--- src/rtl/sfp_pkg.sv ---
package sfp_pkg;

  // Control byte field positions (decoded by the control register)
  localparam int BIT_EN     = 0;
  localparam int BIT_RXCLR  = 1;
  localparam int BIT_TXCLR  = 2;
  localparam int BIT_LEGACY = 3;
  localparam int TXSEL_LSB  = 4;
  localparam int RXSEL_LSB  = 6;

  typedef struct packed {
    logic       en;
    logic       legacy;
    logic [1:0] tx_code;
    logic [1:0] rx_code;
  } fifo_cfg_t;

  function automatic int unsigned tx_trig(input logic [1:0] code);
    case (code)
      2'b00:   return 8;
      2'b01:   return 16;
      2'b10:   return 24;
      default: return 30;
    endcase
  endfunction

  function automatic int unsigned rx_trig(input logic [1:0] code);
    case (code)
      2'b00:   return 8;
      2'b01:   return 16;
      2'b10:   return 24;
      default: return 28;
    endcase
  endfunction

endpackage

--- src/rtl/sfp_ctrl.sv ---
module sfp_ctrl
  import sfp_pkg::*;
(
  input  logic       clk,
  input  logic       rst_n,
  input  logic       cfg_we,
  input  logic [7:0] cfg_wdata,
  output logic       en_q,
  output logic       en_nx,
  output logic       legacy_q,
  output logic [1:0] tx_code_q,
  output logic [1:0] rx_code_nx,
  output logic       flush_tx,
  output logic       flush_rx
);

  fifo_cfg_t cfg_q;
  fifo_cfg_t cfg_d;
  logic      wr_on;

  assign wr_on = cfg_wdata[BIT_EN];

  // next-state
  always_comb begin
    cfg_d = cfg_q;
    if (cfg_we) begin
      if (wr_on) begin
        cfg_d.en      = 1'b1;
        cfg_d.legacy  = cfg_wdata[BIT_LEGACY];
        cfg_d.tx_code = cfg_wdata[TXSEL_LSB +: 2];
        cfg_d.rx_code = cfg_wdata[RXSEL_LSB +: 2];
      end else begin
        cfg_d.en = 1'b0;
      end
    end
  end

  // Clear pulses: explicit clear bits only count with bit 0 set; any
  // change of the on/off state empties both queues.
  always_comb begin
    flush_tx = 1'b0;
    flush_rx = 1'b0;
    if (cfg_we) begin
      if (wr_on) begin
        flush_tx = cfg_wdata[BIT_TXCLR] | ~cfg_q.en;
        flush_rx = cfg_wdata[BIT_RXCLR] | ~cfg_q.en;
      end else begin
        flush_tx = cfg_q.en;
        flush_rx = cfg_q.en;
      end
    end
  end

  // register
  always_ff @(posedge clk or negedge rst_n) begin
    if (!rst_n) begin
      cfg_q <= '0;
    end else if (cfg_we) begin
      cfg_q <= cfg_d;
    end
  end

  assign en_q       = cfg_q.en;
  assign en_nx      = cfg_d.en;
  assign legacy_q   = cfg_q.legacy;
  assign tx_code_q  = cfg_q.tx_code;
  assign rx_code_nx = cfg_d.rx_code;

  AST_GATED_WRITE: assert property (@(posedge clk) disable iff (!rst_n)
    (cfg_we && !cfg_wdata[BIT_EN]) |=> ($stable(cfg_q.legacy) && $stable(cfg_q.tx_code) && $stable(cfg_q.rx_code) && !cfg_q.en));

  AST_ON_WRITE_NO_STRAY_FLUSH: assert property (@(posedge clk) disable iff (!rst_n)
    (cfg_we && wr_on && cfg_q.en && !cfg_wdata[BIT_TXCLR]) |-> !flush_tx);

endmodule

--- src/rtl/sfp_fifo.sv ---
module sfp_fifo #(
  parameter  int DEPTH = 32,
  parameter  int DW    = 8,
  localparam int AW    = $clog2(DEPTH),
  localparam int CW    = AW + 1
) (
  input  logic          clk,
  input  logic          rst_n,
  input  logic          flush,
  input  logic          single,
  input  logic          push,
  input  logic [DW-1:0] push_data,
  input  logic          pop,
  output logic [DW-1:0] pop_data,
  output logic [CW-1:0] level,
  output logic [CW-1:0] level_nx,
  output logic          full
);

  logic [DW-1:0] mem [DEPTH];
  logic [AW-1:0] wr_q, wr_d, wr_inc;
  logic [AW-1:0] rd_q, rd_d, rd_inc;
  logic [CW-1:0] level_q, level_d;
  logic [DW-1:0] dout_q, dout_d;
  logic          empty, push_ok, pop_ok;

  // pointer advance: plain wrap for a power-of-two depth, compare otherwise
  generate
    if (DEPTH == (1 << AW)) begin : g_pow2
      assign wr_inc = wr_q + 1'b1;
      assign rd_inc = rd_q + 1'b1;
    end else begin : g_npow2
      assign wr_inc = (wr_q == AW'(DEPTH - 1)) ? '0 : wr_q + 1'b1;
      assign rd_inc = (rd_q == AW'(DEPTH - 1)) ? '0 : rd_q + 1'b1;
    end
  endgenerate

  assign empty   = (level_q == '0);
  assign full    = single ? !empty : (level_q == CW'(DEPTH));
  assign push_ok = push & ~full & ~flush;
  assign pop_ok  = pop & ~empty & ~flush;

  // next-state
  always_comb begin
    wr_d    = wr_q;
    rd_d    = rd_q;
    level_d = level_q;
    dout_d  = dout_q;
    if (flush) begin
      wr_d    = '0;
      rd_d    = '0;
      level_d = '0;
    end else begin
      if (push_ok) wr_d = wr_inc;
      if (pop_ok) begin
        rd_d   = rd_inc;
        dout_d = mem[rd_q];
      end
      level_d = level_q + {{(CW-1){1'b0}}, push_ok} - {{(CW-1){1'b0}}, pop_ok};
    end
  end

  // registers
  always_ff @(posedge clk or negedge rst_n) begin
    if (!rst_n) begin
      wr_q    <= '0;
      rd_q    <= '0;
      level_q <= '0;
      dout_q  <= '0;
    end else begin
      wr_q    <= wr_d;
      rd_q    <= rd_d;
      level_q <= level_d;
      if (pop_ok) dout_q <= dout_d;
    end
  end

  // storage array, no reset needed
  always_ff @(posedge clk) begin
    if (push_ok) mem[wr_q] <= push_data;
  end

  assign pop_data = dout_q;
  assign level    = level_q;
  assign level_nx = level_d;

  AST_LEVEL_BOUND: assert property (@(posedge clk) disable iff (!rst_n)
    level_q <= CW'(DEPTH));

  AST_FULL_DROP: assert property (@(posedge clk) disable iff (!rst_n)
    (push && full && !pop && !flush) |=> $stable(level_q));

  AST_EMPTY_POP_HOLD: assert property (@(posedge clk) disable iff (!rst_n)
    (pop && empty && !push && !flush) |=> ($stable(pop_data) && level_q == '0));

  AST_FLUSH_EMPTIES: assert property (@(posedge clk) disable iff (!rst_n)
    flush |=> (level_q == '0));

  AST_SINGLE_CAP: assert property (@(posedge clk) disable iff (!rst_n)
    single |-> (level_q <= CW'(1)));

endmodule

--- src/rtl/sfp_txirq.sv ---
module sfp_txirq
  import sfp_pkg::*;
#(
  parameter int CW = 6
) (
  input  logic          clk,
  input  logic          rst_n,
  input  logic          flush,
  input  logic          enabled,
  input  logic [1:0]    code,
  input  logic          push_ok,
  input  logic [CW-1:0] level_nx,
  output logic          irq
);

  logic          armed_q, armed_d;
  logic          irq_q, irq_d;
  logic [CW-1:0] trig;
  logic          fire;

  assign trig = CW'(tx_trig(code));

  // marked queue: low-water crossing; unmarked: only on empty
  assign fire = armed_q ? (level_nx < trig) : (level_nx == '0);

  // next-state
  always_comb begin
    armed_d = armed_q;
    irq_d   = irq_q;
    if (flush) begin
      armed_d = 1'b0;
      irq_d   = 1'b1;
    end else begin
      if (push_ok && enabled && (level_nx > trig)) begin
        armed_d = 1'b1;
      end else if (fire) begin
        armed_d = 1'b0;
      end
      irq_d = push_ok ? 1'b0 : (irq_q | fire);
    end
  end

  // registers
  always_ff @(posedge clk or negedge rst_n) begin
    if (!rst_n) begin
      armed_q <= 1'b0;
      irq_q   <= 1'b1;
    end else begin
      armed_q <= armed_d;
      irq_q   <= irq_d;
    end
  end

  assign irq = irq_q;

  AST_PUSH_CLEARS: assert property (@(posedge clk) disable iff (!rst_n)
    (push_ok && !flush) |=> !irq_q);

  AST_FLUSH_READY: assert property (@(posedge clk) disable iff (!rst_n)
    flush |=> (irq_q && !armed_q));

  AST_UNMARKED_EMPTY: assert property (@(posedge clk) disable iff (!rst_n)
    (!armed_q && !push_ok && !flush && level_nx == '0) |=> irq_q);

  AST_NO_MARK_WHEN_OFF: assert property (@(posedge clk) disable iff (!rst_n)
    (!enabled && !armed_q) |=> !armed_q);

endmodule

--- src/rtl/serial_fifo_pair.sv ---
module serial_fifo_pair
  import sfp_pkg::*;
#(
  parameter  int DEPTH = 32,
  parameter  int DW    = 8,
  localparam int AW    = $clog2(DEPTH),
  localparam int CW    = AW + 1
) (
  input  logic          clk,
  input  logic          rst_n,
  input  logic          cfg_we,
  input  logic [7:0]    cfg_wdata,
  input  logic          host_tx_push,
  input  logic [DW-1:0] host_tx_data,
  input  logic          ser_tx_pop,
  output logic [DW-1:0] ser_tx_data,
  input  logic          ser_rx_push,
  input  logic [DW-1:0] ser_rx_data,
  input  logic          host_rx_pop,
  output logic [DW-1:0] host_rx_data,
  output logic [CW-1:0] tx_level,
  output logic [CW-1:0] rx_level,
  output logic          tx_overrun,
  output logic          rx_overrun,
  output logic          irq_tx,
  output logic          irq_rx,
  output logic          cfg_legacy
);

  localparam int NDIR = 2;  // 0: transmit, 1: receive

  logic          en_q, en_nx, legacy_q;
  logic [1:0]    tx_code_q, rx_code_nx;
  logic          flush_tx, flush_rx;
  logic [CW-1:0] tx_level_nx, rx_level_nx;
  logic          tx_full, rx_full;
  logic          tx_push_ok;
  logic [NDIR-1:0] push_v, full_v, flush_v, ovr_v;
  logic          irq_rx_q, irq_rx_d;

  sfp_ctrl u_ctrl (
    .clk        (clk),
    .rst_n      (rst_n),
    .cfg_we     (cfg_we),
    .cfg_wdata  (cfg_wdata),
    .en_q       (en_q),
    .en_nx      (en_nx),
    .legacy_q   (legacy_q),
    .tx_code_q  (tx_code_q),
    .rx_code_nx (rx_code_nx),
    .flush_tx   (flush_tx),
    .flush_rx   (flush_rx)
  );

  sfp_fifo #(.DEPTH(DEPTH), .DW(DW)) u_txq (
    .clk       (clk),
    .rst_n     (rst_n),
    .flush     (flush_tx),
    .single    (~en_q),
    .push      (host_tx_push),
    .push_data (host_tx_data),
    .pop       (ser_tx_pop),
    .pop_data  (ser_tx_data),
    .level     (tx_level),
    .level_nx  (tx_level_nx),
    .full      (tx_full)
  );

  sfp_fifo #(.DEPTH(DEPTH), .DW(DW)) u_rxq (
    .clk       (clk),
    .rst_n     (rst_n),
    .flush     (flush_rx),
    .single    (~en_q),
    .push      (ser_rx_push),
    .push_data (ser_rx_data),
    .pop       (host_rx_pop),
    .pop_data  (host_rx_data),
    .level     (rx_level),
    .level_nx  (rx_level_nx),
    .full      (rx_full)
  );

  assign tx_push_ok = host_tx_push & ~tx_full & ~flush_tx;

  sfp_txirq #(.CW(CW)) u_txirq (
    .clk      (clk),
    .rst_n    (rst_n),
    .flush    (flush_tx),
    .enabled  (en_q),
    .code     (tx_code_q),
    .push_ok  (tx_push_ok),
    .level_nx (tx_level_nx),
    .irq      (irq_tx)
  );

  // sticky overrun per direction
  assign push_v  = {ser_rx_push, host_tx_push};
  assign full_v  = {rx_full, tx_full};
  assign flush_v = {flush_rx, flush_tx};

  for (genvar i = 0; i < NDIR; i++) begin : g_ovr
    logic ovr_q, ovr_d;

    always_comb begin
      ovr_d = ovr_q;
      if (flush_v[i]) begin
        ovr_d = 1'b0;
      end else if (push_v[i] && full_v[i]) begin
        ovr_d = 1'b1;
      end
    end

    always_ff @(posedge clk or negedge rst_n) begin
      if (!rst_n) begin
        ovr_q <= 1'b0;
      end else begin
        ovr_q <= ovr_d;
      end
    end

    assign ovr_v[i] = ovr_q;

    AST_OVR_STICKY: assert property (@(posedge clk) disable iff (!rst_n)
      (ovr_q && !flush_v[i]) |=> ovr_q);
  end

  assign tx_overrun = ovr_v[0];
  assign rx_overrun = ovr_v[1];

  // receive request, registered against the next level and next settings
  always_comb begin
    if (en_nx) begin
      irq_rx_d = (rx_level_nx >= CW'(rx_trig(rx_code_nx)));
    end else begin
      irq_rx_d = (rx_level_nx != '0);
    end
  end

  always_ff @(posedge clk or negedge rst_n) begin
    if (!rst_n) begin
      irq_rx_q <= 1'b0;
    end else begin
      irq_rx_q <= irq_rx_d;
    end
  end

  assign irq_rx     = irq_rx_q;
  assign cfg_legacy = legacy_q;

  AST_RX_EMPTY_QUIET: assert property (@(posedge clk) disable iff (!rst_n)
    (rx_level == '0) |-> !irq_rx);

  AST_TOGGLE_FLUSH: assert property (@(posedge clk) disable iff (!rst_n)
    (cfg_we && (cfg_wdata[BIT_EN] != en_q)) |=> (tx_level == '0 && rx_level == '0));

endmodule

--- config.mk ---
export PLATFORM = sky130hd
export DESIGN_NAME = serial_fifo_pair
export DESIGN_NICKNAME = d
export VERILOG_FILES = /design/src/rtl/sfp_pkg.sv /design/src/rtl/sfp_ctrl.sv /design/src/rtl/sfp_fifo.sv /design/src/rtl/sfp_txirq.sv /design/src/rtl/serial_fifo_pair.sv
export SDC_FILE = /design/constraint.sdc
export NUM_CORES = 1
export LEC_CHECK = 0
export ABC_CLOCK_PERIOD_IN_PS = 7470
export BUFFER_PORTS_ARGS = -buffer_cell sky130_fd_sc_hd__buf_4
export CAP_MARGIN = 20
export CORE_MARGIN = 5
export CORE_UTILIZATION = 32
export DETAILED_ROUTE_END_ITERATION = 10
export GPL_TIMING_DRIVEN = 1
export PLACE_DENSITY = 0.52
export SLEW_MARGIN = 10
export SYNTH_ARGS = -nofsm -noshare
export SYNTH_HDL_FRONTEND = slang
export SYNTH_SLANG_ARGS = --single-unit
--- constraint.sdc ---
create_clock -name clk -period 7.47 [get_ports clk]
set_clock_uncertainty 0.05 [all_clocks]
set_input_delay 1.494 -clock clk [delete_from_list [all_inputs] [get_ports clk]]
set_output_delay 1.494 -clock clk [all_outputs]
set_load 0.03 [all_outputs]
# == Word level (Yosys, flattened, before mapping) ==
# Memory sizes are Yosys's and may differ from the RTL's. A register that Yosys moved wholly into a read port is not among the register bits.
# Index checks and enable logic that the tools add are counted.
# op_classes
addsub,8
magnitude_cmp,3
eq_ne,6
n_mux,37
bitwise_logic,18
reduce_logical,24
# ops
op,n
5-bit 2-to-1 mux,9
5-bit case mux with 3 select lines,2
6-bit 2-to-1 mux,4
1-bit 2-to-1 mux,22
5-bit by 1-bit adder with 5-bit output (second input constant),4
6-bit logical NOT,3
6-bit by 1-bit adder with 6-bit output,2
6-bit equality test (second input constant),2
2-bit nonzero test,6
6-bit by 1-bit subtractor with 6-bit output,2
1-bit bitwise AND,8
1-bit NOT,7
6-bit >= comparator,1
6-bit by 5-bit greater-than comparator with 1-bit output,1
6-bit by 5-bit < comparator with 1-bit output,1
2-bit AND reduction,3
6-bit nonzero test,1
2-bit by 1-bit equality test with 1-bit output (second input constant),2
2-bit equality test (second input constant),2
1-bit logical AND,4
1-bit logical NOT,4
2-bit logical NOT,2
1-bit OR,3
3-bit nonzero test,1
# word_totals
ff_bits,43
ramBits,512
inputBits,31
output_inout_bits,33
mem_count,2
# mem_list
memory,depth,word_bits,read_ports,rd_clocked_by_memory_dff,wr,line,text
u_rxq.mem,32,8,1,1,1,sfp_fifo.sv:20,logic [DW-1:0] mem [DEPTH];
u_txq.mem,32,8,1,1,1,sfp_fifo.sv:20,

# == Logic depth before layout (Yosys ltp) ==
# depth
depth_word,14
mapped_depth,21
ltp_nobuf,19

# == Modules after synthesis ==
# A second synthesis with hierarchy kept.
# unflattened
cells_unflattened,1334
hier_area_um2,23685.2
# modules_own_cells
module,instances,cells_per_inst,area_each_um2,seq_area_each_um2
sfp_fifo,2,629,11456.0,8287.9
sfp_ctrl,1,24,320.3,150.1
sfp_txirq,1,29,231.5,51.3
serial_fifo_pair,1,23,221.5,75.1

# == Least setup slack after synthesis ==
# OpenSTA, ideal clock, no wires.
# synth_timing
path_kind,input port to flip-flop
start,input port cfg_we
end,register u_txirq.irq_q (netlist: u_txirq.irq)
setup_time_ns,0.091
t_arrival_ns,4.625
path_slack_ns,2.704
path_stages,17
path_buffers,1
cell_sequence,o21a_1 > and2_1 > nand2b_1 > clkbuf_1 > inv_1 > ha_1 > inv_1 > ha_1 > fa_1 > xnor2_1 > nor2_1 > ha_1 > nor2b_1 > o21a_1 > o21ai_0 > a32oi_1 > o31ai_1
# synth_via
elab_chain_len,11
elab_cells_between_ends,13
cone_classes,add/sub (2); order compare (1); mux (5); bitwise (4); reduce/logical (1)
# synth_rtl
element,line,text
from (decl),serial_fifo_pair.sv:11,"input logic cfg_we,"
1-bit 2-to-1 mux *,sfp_ctrl.sv:43,if (cfg_we) begin
1-bit NOT (no source line),-,
1-bit bitwise AND,sfp_fifo.sv:40,assign push_ok = push & ~full & ~flush;
6-bit by 1-bit adder with 6-bit output,sfp_fifo.sv:59,"level_d = level_q + {{(CW-1){1'b0}}, push_ok} - {{(CW-1){1'b0}}, pop_ok};"
6-bit by 1-bit subtractor with 6-bit output,sfp_fifo.sv:59,
6-bit 2-to-1 mux *,sfp_fifo.sv:49,if (flush) begin
net tx_level_nx[2],serial_fifo_pair.sv:35,"logic [CW-1:0] tx_level_nx, rx_level_nx;"
6-bit by 5-bit < comparator with 1-bit output / 6-bit logical NOT (equally long branches),sfp_txirq.sv:24,assign fire = armed_q ? (level_nx < trig) : (level_nx == '0);
1-bit 2-to-1 mux *,sfp_txirq.sv:24,
1-bit OR *,sfp_txirq.sv:39,irq_d = push_ok ? 1'b0 : (irq_q | fire);
1-bit 2-to-1 mux *,sfp_txirq.sv:39,
1-bit 2-to-1 mux *,sfp_txirq.sv:30,if (flush) begin
net u_txirq.irq_d,sfp_txirq.sv:17,"logic irq_q, irq_d;"
to (signal assigned),sfp_txirq.sv:50,irq_q <= irq_d;
to (decl),sfp_txirq.sv:17,
# Mark *: on every way through the listed nets, which the timed path passes. The rest lies on a longest branch.
# A chain may end at the register's enable or synchronous reset.

# == Worst setup path after layout ==
# layout_timing
start,input port cfg_wdata[0]
end,register u_txirq.irq_q (netlist: u_txirq.irq)
# layout_via
elab_chain_len,12
elab_cells_between_ends,14
cone_classes,add/sub (2); order compare (1); mux (6); bitwise (4); reduce/logical (1)
# layout_rtl
element,line,text
from (decl),serial_fifo_pair.sv:12,"input logic [7:0] cfg_wdata,"
1-bit 2-to-1 mux *,sfp_ctrl.sv:44,if (wr_on) begin
1-bit 2-to-1 mux *,sfp_ctrl.sv:43,
1-bit NOT (no source line),-,
1-bit bitwise AND,sfp_fifo.sv:40,
6-bit by 1-bit adder with 6-bit output,sfp_fifo.sv:59,
6-bit by 1-bit subtractor with 6-bit output,sfp_fifo.sv:59,
6-bit 2-to-1 mux *,sfp_fifo.sv:49,
net tx_level_nx[2],serial_fifo_pair.sv:35,
6-bit by 5-bit < comparator with 1-bit output / 6-bit logical NOT (equally long branches),sfp_txirq.sv:24,
1-bit 2-to-1 mux *,sfp_txirq.sv:24,
1-bit OR *,sfp_txirq.sv:39,
1-bit 2-to-1 mux *,sfp_txirq.sv:39,
1-bit 2-to-1 mux *,sfp_txirq.sv:30,
net u_txirq.irq_d,sfp_txirq.sv:17,
# Marked as above.

==> results by group <==
Timing
  • Final-report max-slew violation count: 0
  • Final worst path period share: 0.654
  • Worst max-slew margin expressed relative to the limit: 0.330
  • Worst Hold Slack: 0.448 ns
  • Setup TNS: 0 ns
  • Setup repair after global routing missed its margin: no
  • Fin. Hold Viols: 0
  • Final setup violation count: 0
  • Transition time of the tightest slew-check pin: 1.01 ns
  • Maximum clock frequency: 205 MHz
  • Clock period minus worst slack: 4.88 ns

CTS
  • Number of CTS-inserted buffers: 66
  • Source-to-sink clock delay at the later pin of the worst-skew pair: 0.60 ns
  • TritonCTS sink count: 571
  • H-tree depth reported by CTS: 3
  • Maximum clock insertion buffer count: 3
  • Number of buffers added for setup after CTS: 0
  • CTS Hold Bufs: 0
  • Number of instances resized during post-cts repair: 0
  • Clock transition at the register clock pins on the worst setup and hold paths after CTS: 0.06 ns
  • CTS root buf: sky130_fd_sc_hd__clkbuf_16
  • TritonCTS clock tree: built

Critical path
  • Maximum fanout along the worst path: 20
  • Crit. End Element: register
  • Delay of the slowest cell on the worst path: 0.57 ns
  • Worst endpoint required time: 7.93 ns
  • Crit Path Class: in -> reg
  • Most prevalent standard cell on the critical path: sky130_fd_sc_hd__ha_1
  • Category of the worst setup path launch point: input port
  • Cell type of the slowest stage on the worst timing path: sky130_fd_sc_hd__nand2b_1
  • Worst path cell trace: buf_4 > o21a_1 > and2_1 > buf_4 > nand2b_1 > inv_1 > ha_1 > inv_1 > ha_1 > fa_1 > xnor2_1 > nor2_1 > ha_1 > nor2b_1 > o21a_1 > o21ai_0 > a32oi_1 > o31ai_1
  • Arrival time reported for the critical path endpoint: 5.34 ns

Logic synthesis
  • Post-synthesis sequential element count: 571
  • Post-synth cell types: 56
  • Area fraction in and, or, nand and nor cells after synthesis: 0.0446
  • Synth Area per Inst: 18.3 um^2
  • Combinational family with the most area after synthesis: multiplexers
  • Async set or reset register ratio after synthesis: 0.103
  • Share of the yosys chip area belonging to registers: 0.729
  • Synth Flop Type: sky130_fd_sc_hd__edfxtp_1
  • Synthesized cell area: 23100 um^2
  • Net Count, Synth: 1330
  • Post-synthesis instance total: 1262
  • Synthesized-area fraction occupied by adder cells: 0.0207
  • Number of synthesized flops with an enable pin: 512
  • Proportion of synthesized area in mux cells: 0.132
  • Compound-gate portion of the synthesized area: 0.0453
  • Synth Area in XOR/XNOR: 0.00758
  • Number of warnings issued by yosys: 0

Detailed routing
  • Vias after detailed routing: 11400
  • DRC errors left: 0
  • Drt via density: 4.89
  • DRT Wirelength: 51300 um
  • TritonRoute pass-1 iters: 5
  • Detailed-route wire length per cell: 21.9 um
  • Number of DRC markers after the initial detailed-route iteration: 681
  • ANT nets after route: 0

Global routing
  • Busiest layer in global routing: met2
  • Overall routing resource usage: 0.131
  • Largest net degree at the start of global routing: 65
  • Met1 Use GR: 0.177
  • Global-route wire length before repair: 77100 um
  • Number of antenna violations at the first check in global routing: 0
  • Sum of overflow across all layers after global routing: 0
  • GR Util met2: 0.217
  • Fraction of met3 tracks used by global routing: 0.0266
  • Vias in the first global route: 12200

Cells and area
  • Fillers: 6704
  • Share of post-route cells with drive strength above 1: 0.217
  • Layout Nets: 1408
  • Area growth, synth to finish: 15.2%
  • Antenna cells: 0

Power and ir drop
  • Part of the power in registers: 0.415
  • Clk network pwr share: 0.336
  • Static leakage: 8.74 nW
  • Share of total power in combinational logic: 0.248
  • Power density relative to cell area: 349 nW/um^2
  • Sw Pwr: 0.00274 W
  • Worst voltage drop across the vdd grid: 0.177 mV
  • Internal Dissipation: 0.00656 W
  • Switching part of the total: 0.295

Die
  • Number of core rows: 98
  • Core region area: 71600 um^2
  • Effective utilization at floorplan: 0.323
  • Die Wd: 279 um
  • Die area: 77700 um^2
  • Ports: 64
  • Overall die height: 279 um

Place
  • Detailed-placement wirelength estimate: 31400 um
  • Port Buffer Count: 63
  • Final weighted congestion of routability-driven global placement: 0.796

Run status
  • Status: completed

Job
  • MaxCap Viol Count: 0

Worst hold path
  • Path type of the worst min-delay path: reg -> reg
registers in the layout (all words and copies together), names as in the netlist:
| name | cells |
|---|---|
| u_ctrl.en_q | 1 |
| u_ctrl.tx_code_q | 2 |
| u_rxq.pop_data | 8 |
| tx_overrun | 1 |
| u_ctrl.legacy_q | 1 |
| u_ctrl.cfg_q | 2 |
| u_rxq.wr_q | 5 |
| irq_rx | 1 |
| u_rxq.level | 6 |
| u_rxq.rd_q | 5 |
| u_txq.mem | 256 |
| u_txq.rd_q | 5 |
| u_rxq.mem | 256 |
| u_txq.level | 6 |
| u_txirq.armed_q | 1 |
| u_txirq.irq | 1 |
| u_txq.pop_data | 8 |
| rx_overrun | 1 |
| u_txq.wr_q | 5 |
cell type report:
class                      count  area [um^2]  area share
sequential                   571        16900       0.633
multi-input combinational    598         5790       0.217
clock buffer                  90         1880      0.0705
tap                          950         1190      0.0446
timing repair buffer          72          541      0.0203
clock inverter                28          256     0.00963
inverter                      31          116     0.00437
layout by cell type (no fill, tap or decap), drive strengths merged, types with 6 or more instances in the layout:
master / netlist / routed
a21oi: 42 / 42
a22o: 8 / 8
a22oi: 53 / 53
and2: 6 / 6
buf: 37 / 72
clkbuf: 25 / 90
clkinv: 0 / 24
dfrtp: 58 / 58
edfxtp: 512 / 512
ha: 35 / 35
inv: 31 / 32
mux2: 8 / 8
mux2i: 51 / 51
mux4: 109 / 109
nand2: 50 / 50
nand3: 6 / 6
nand3b: 7 / 7
nand4: 6 / 6
nor2: 99 / 99
nor2b: 18 / 18
nor3: 8 / 8
o21ai: 13 / 13
o22ai: 10 / 10
or3b: 6 / 6
xnor2: 9 / 9
xor2: 11 / 11
synthesized netlist by cell type (all sizes together), types with 18 or more instances:
master / number / area share
nor2b: 18 / 0.0049
nand2: 50 / 0.0081
mux2i: 51 / 0.022
a21oi: 42 / 0.0091
mux4: 109 / 0.11
a22oi: 53 / 0.017
inv: 31 / 0.0050
ha: 35 / 0.019
clkbuf: 25 / 0.0041
dfrtp: 58 / 0.063
nor2: 99 / 0.016
edfxtp: 512 / 0.66
buf: 37 / 0.012
path summary, 6_finish.rpt:
path / endpoint / slack [ns] / cells past startpoint / startpoint
worst max-delay path: u_txirq.irq / 2.59 / 18 / cfg_wdata[0]
worst min-delay path: tx_overrun / 0.45 / 2 / tx_overrun
worst max register to register: u_txirq.irq / 2.88 / 17 / u_ctrl.en_q
worst min register to register: tx_overrun / 0.45 / 2 / tx_overrun
max in group asynchronous: u_txq.rd_q[0] / 5.78 / 1 / rst_n
min in group asynchronous: u_ctrl.legacy_q / 0.96 / 1 / rst_n
layer usage:
metal | part of all wire | vias to the layer above | wire length (um)
li1 | - | 5179 | -
met1 | 0.44 | 5978 | 22700
met2 | 0.49 | 228 | 25400
met3 | 0.046 | 63 | 2340
met4 | 0.019 | 0 | 962
met5 | 0 | - | 0
power groups by stage:
stage	clock network, W	logic, W	registers (W)
detailed placement	0	0.00235	0.00395
global route	0.00335	0.00252	0.00390
floorplan	0	0.00170	0.00392
finish	0.00313	0.00231	0.00386
CTS	0.00322	0.00236	0.00388
global placement	0	0.00234	0.00394
through the flow:
step | area (um^2) | instances | setup WS, ns | power (W) | utilization
after detailed placement | 24500 | 2222 | 1.96 | 0.00629 | 0.342
after global routing | 26600 | 2340 | 2.22 | 0.00978 | 0.372
after CTS | 26600 | 2340 | 2.58 | 0.00945 | 0.372
after global placement | 24500 | 2222 | 1.97 | 0.00628 | 0.342
final | 26600 | 2340 | 2.59 | 0.00930 | 0.372
after floorplan | 23100 | 1262 | 2.70 | 0.00562 | -
critical path, delay by kind of cell:
kind            cells  cell delay [ns]
buf+inv             4             0.49
fa+ha+maj           4             1.25
xor+xnor            1             0.28
compound gates      5             0.90
simple gates        4             0.95
cell families (layout without fill, tap and decap cells):
kind of cell / Yosys count / in the layout
fa+ha+maj: 37 / 37
simple gates: 221 / 221
buf+inv: 93 / 221
xor+xnor: 20 / 20
compound gates: 152 / 152
flops: 571 / 571
mux: 168 / 168
Power figures use the tool's default switching activity.
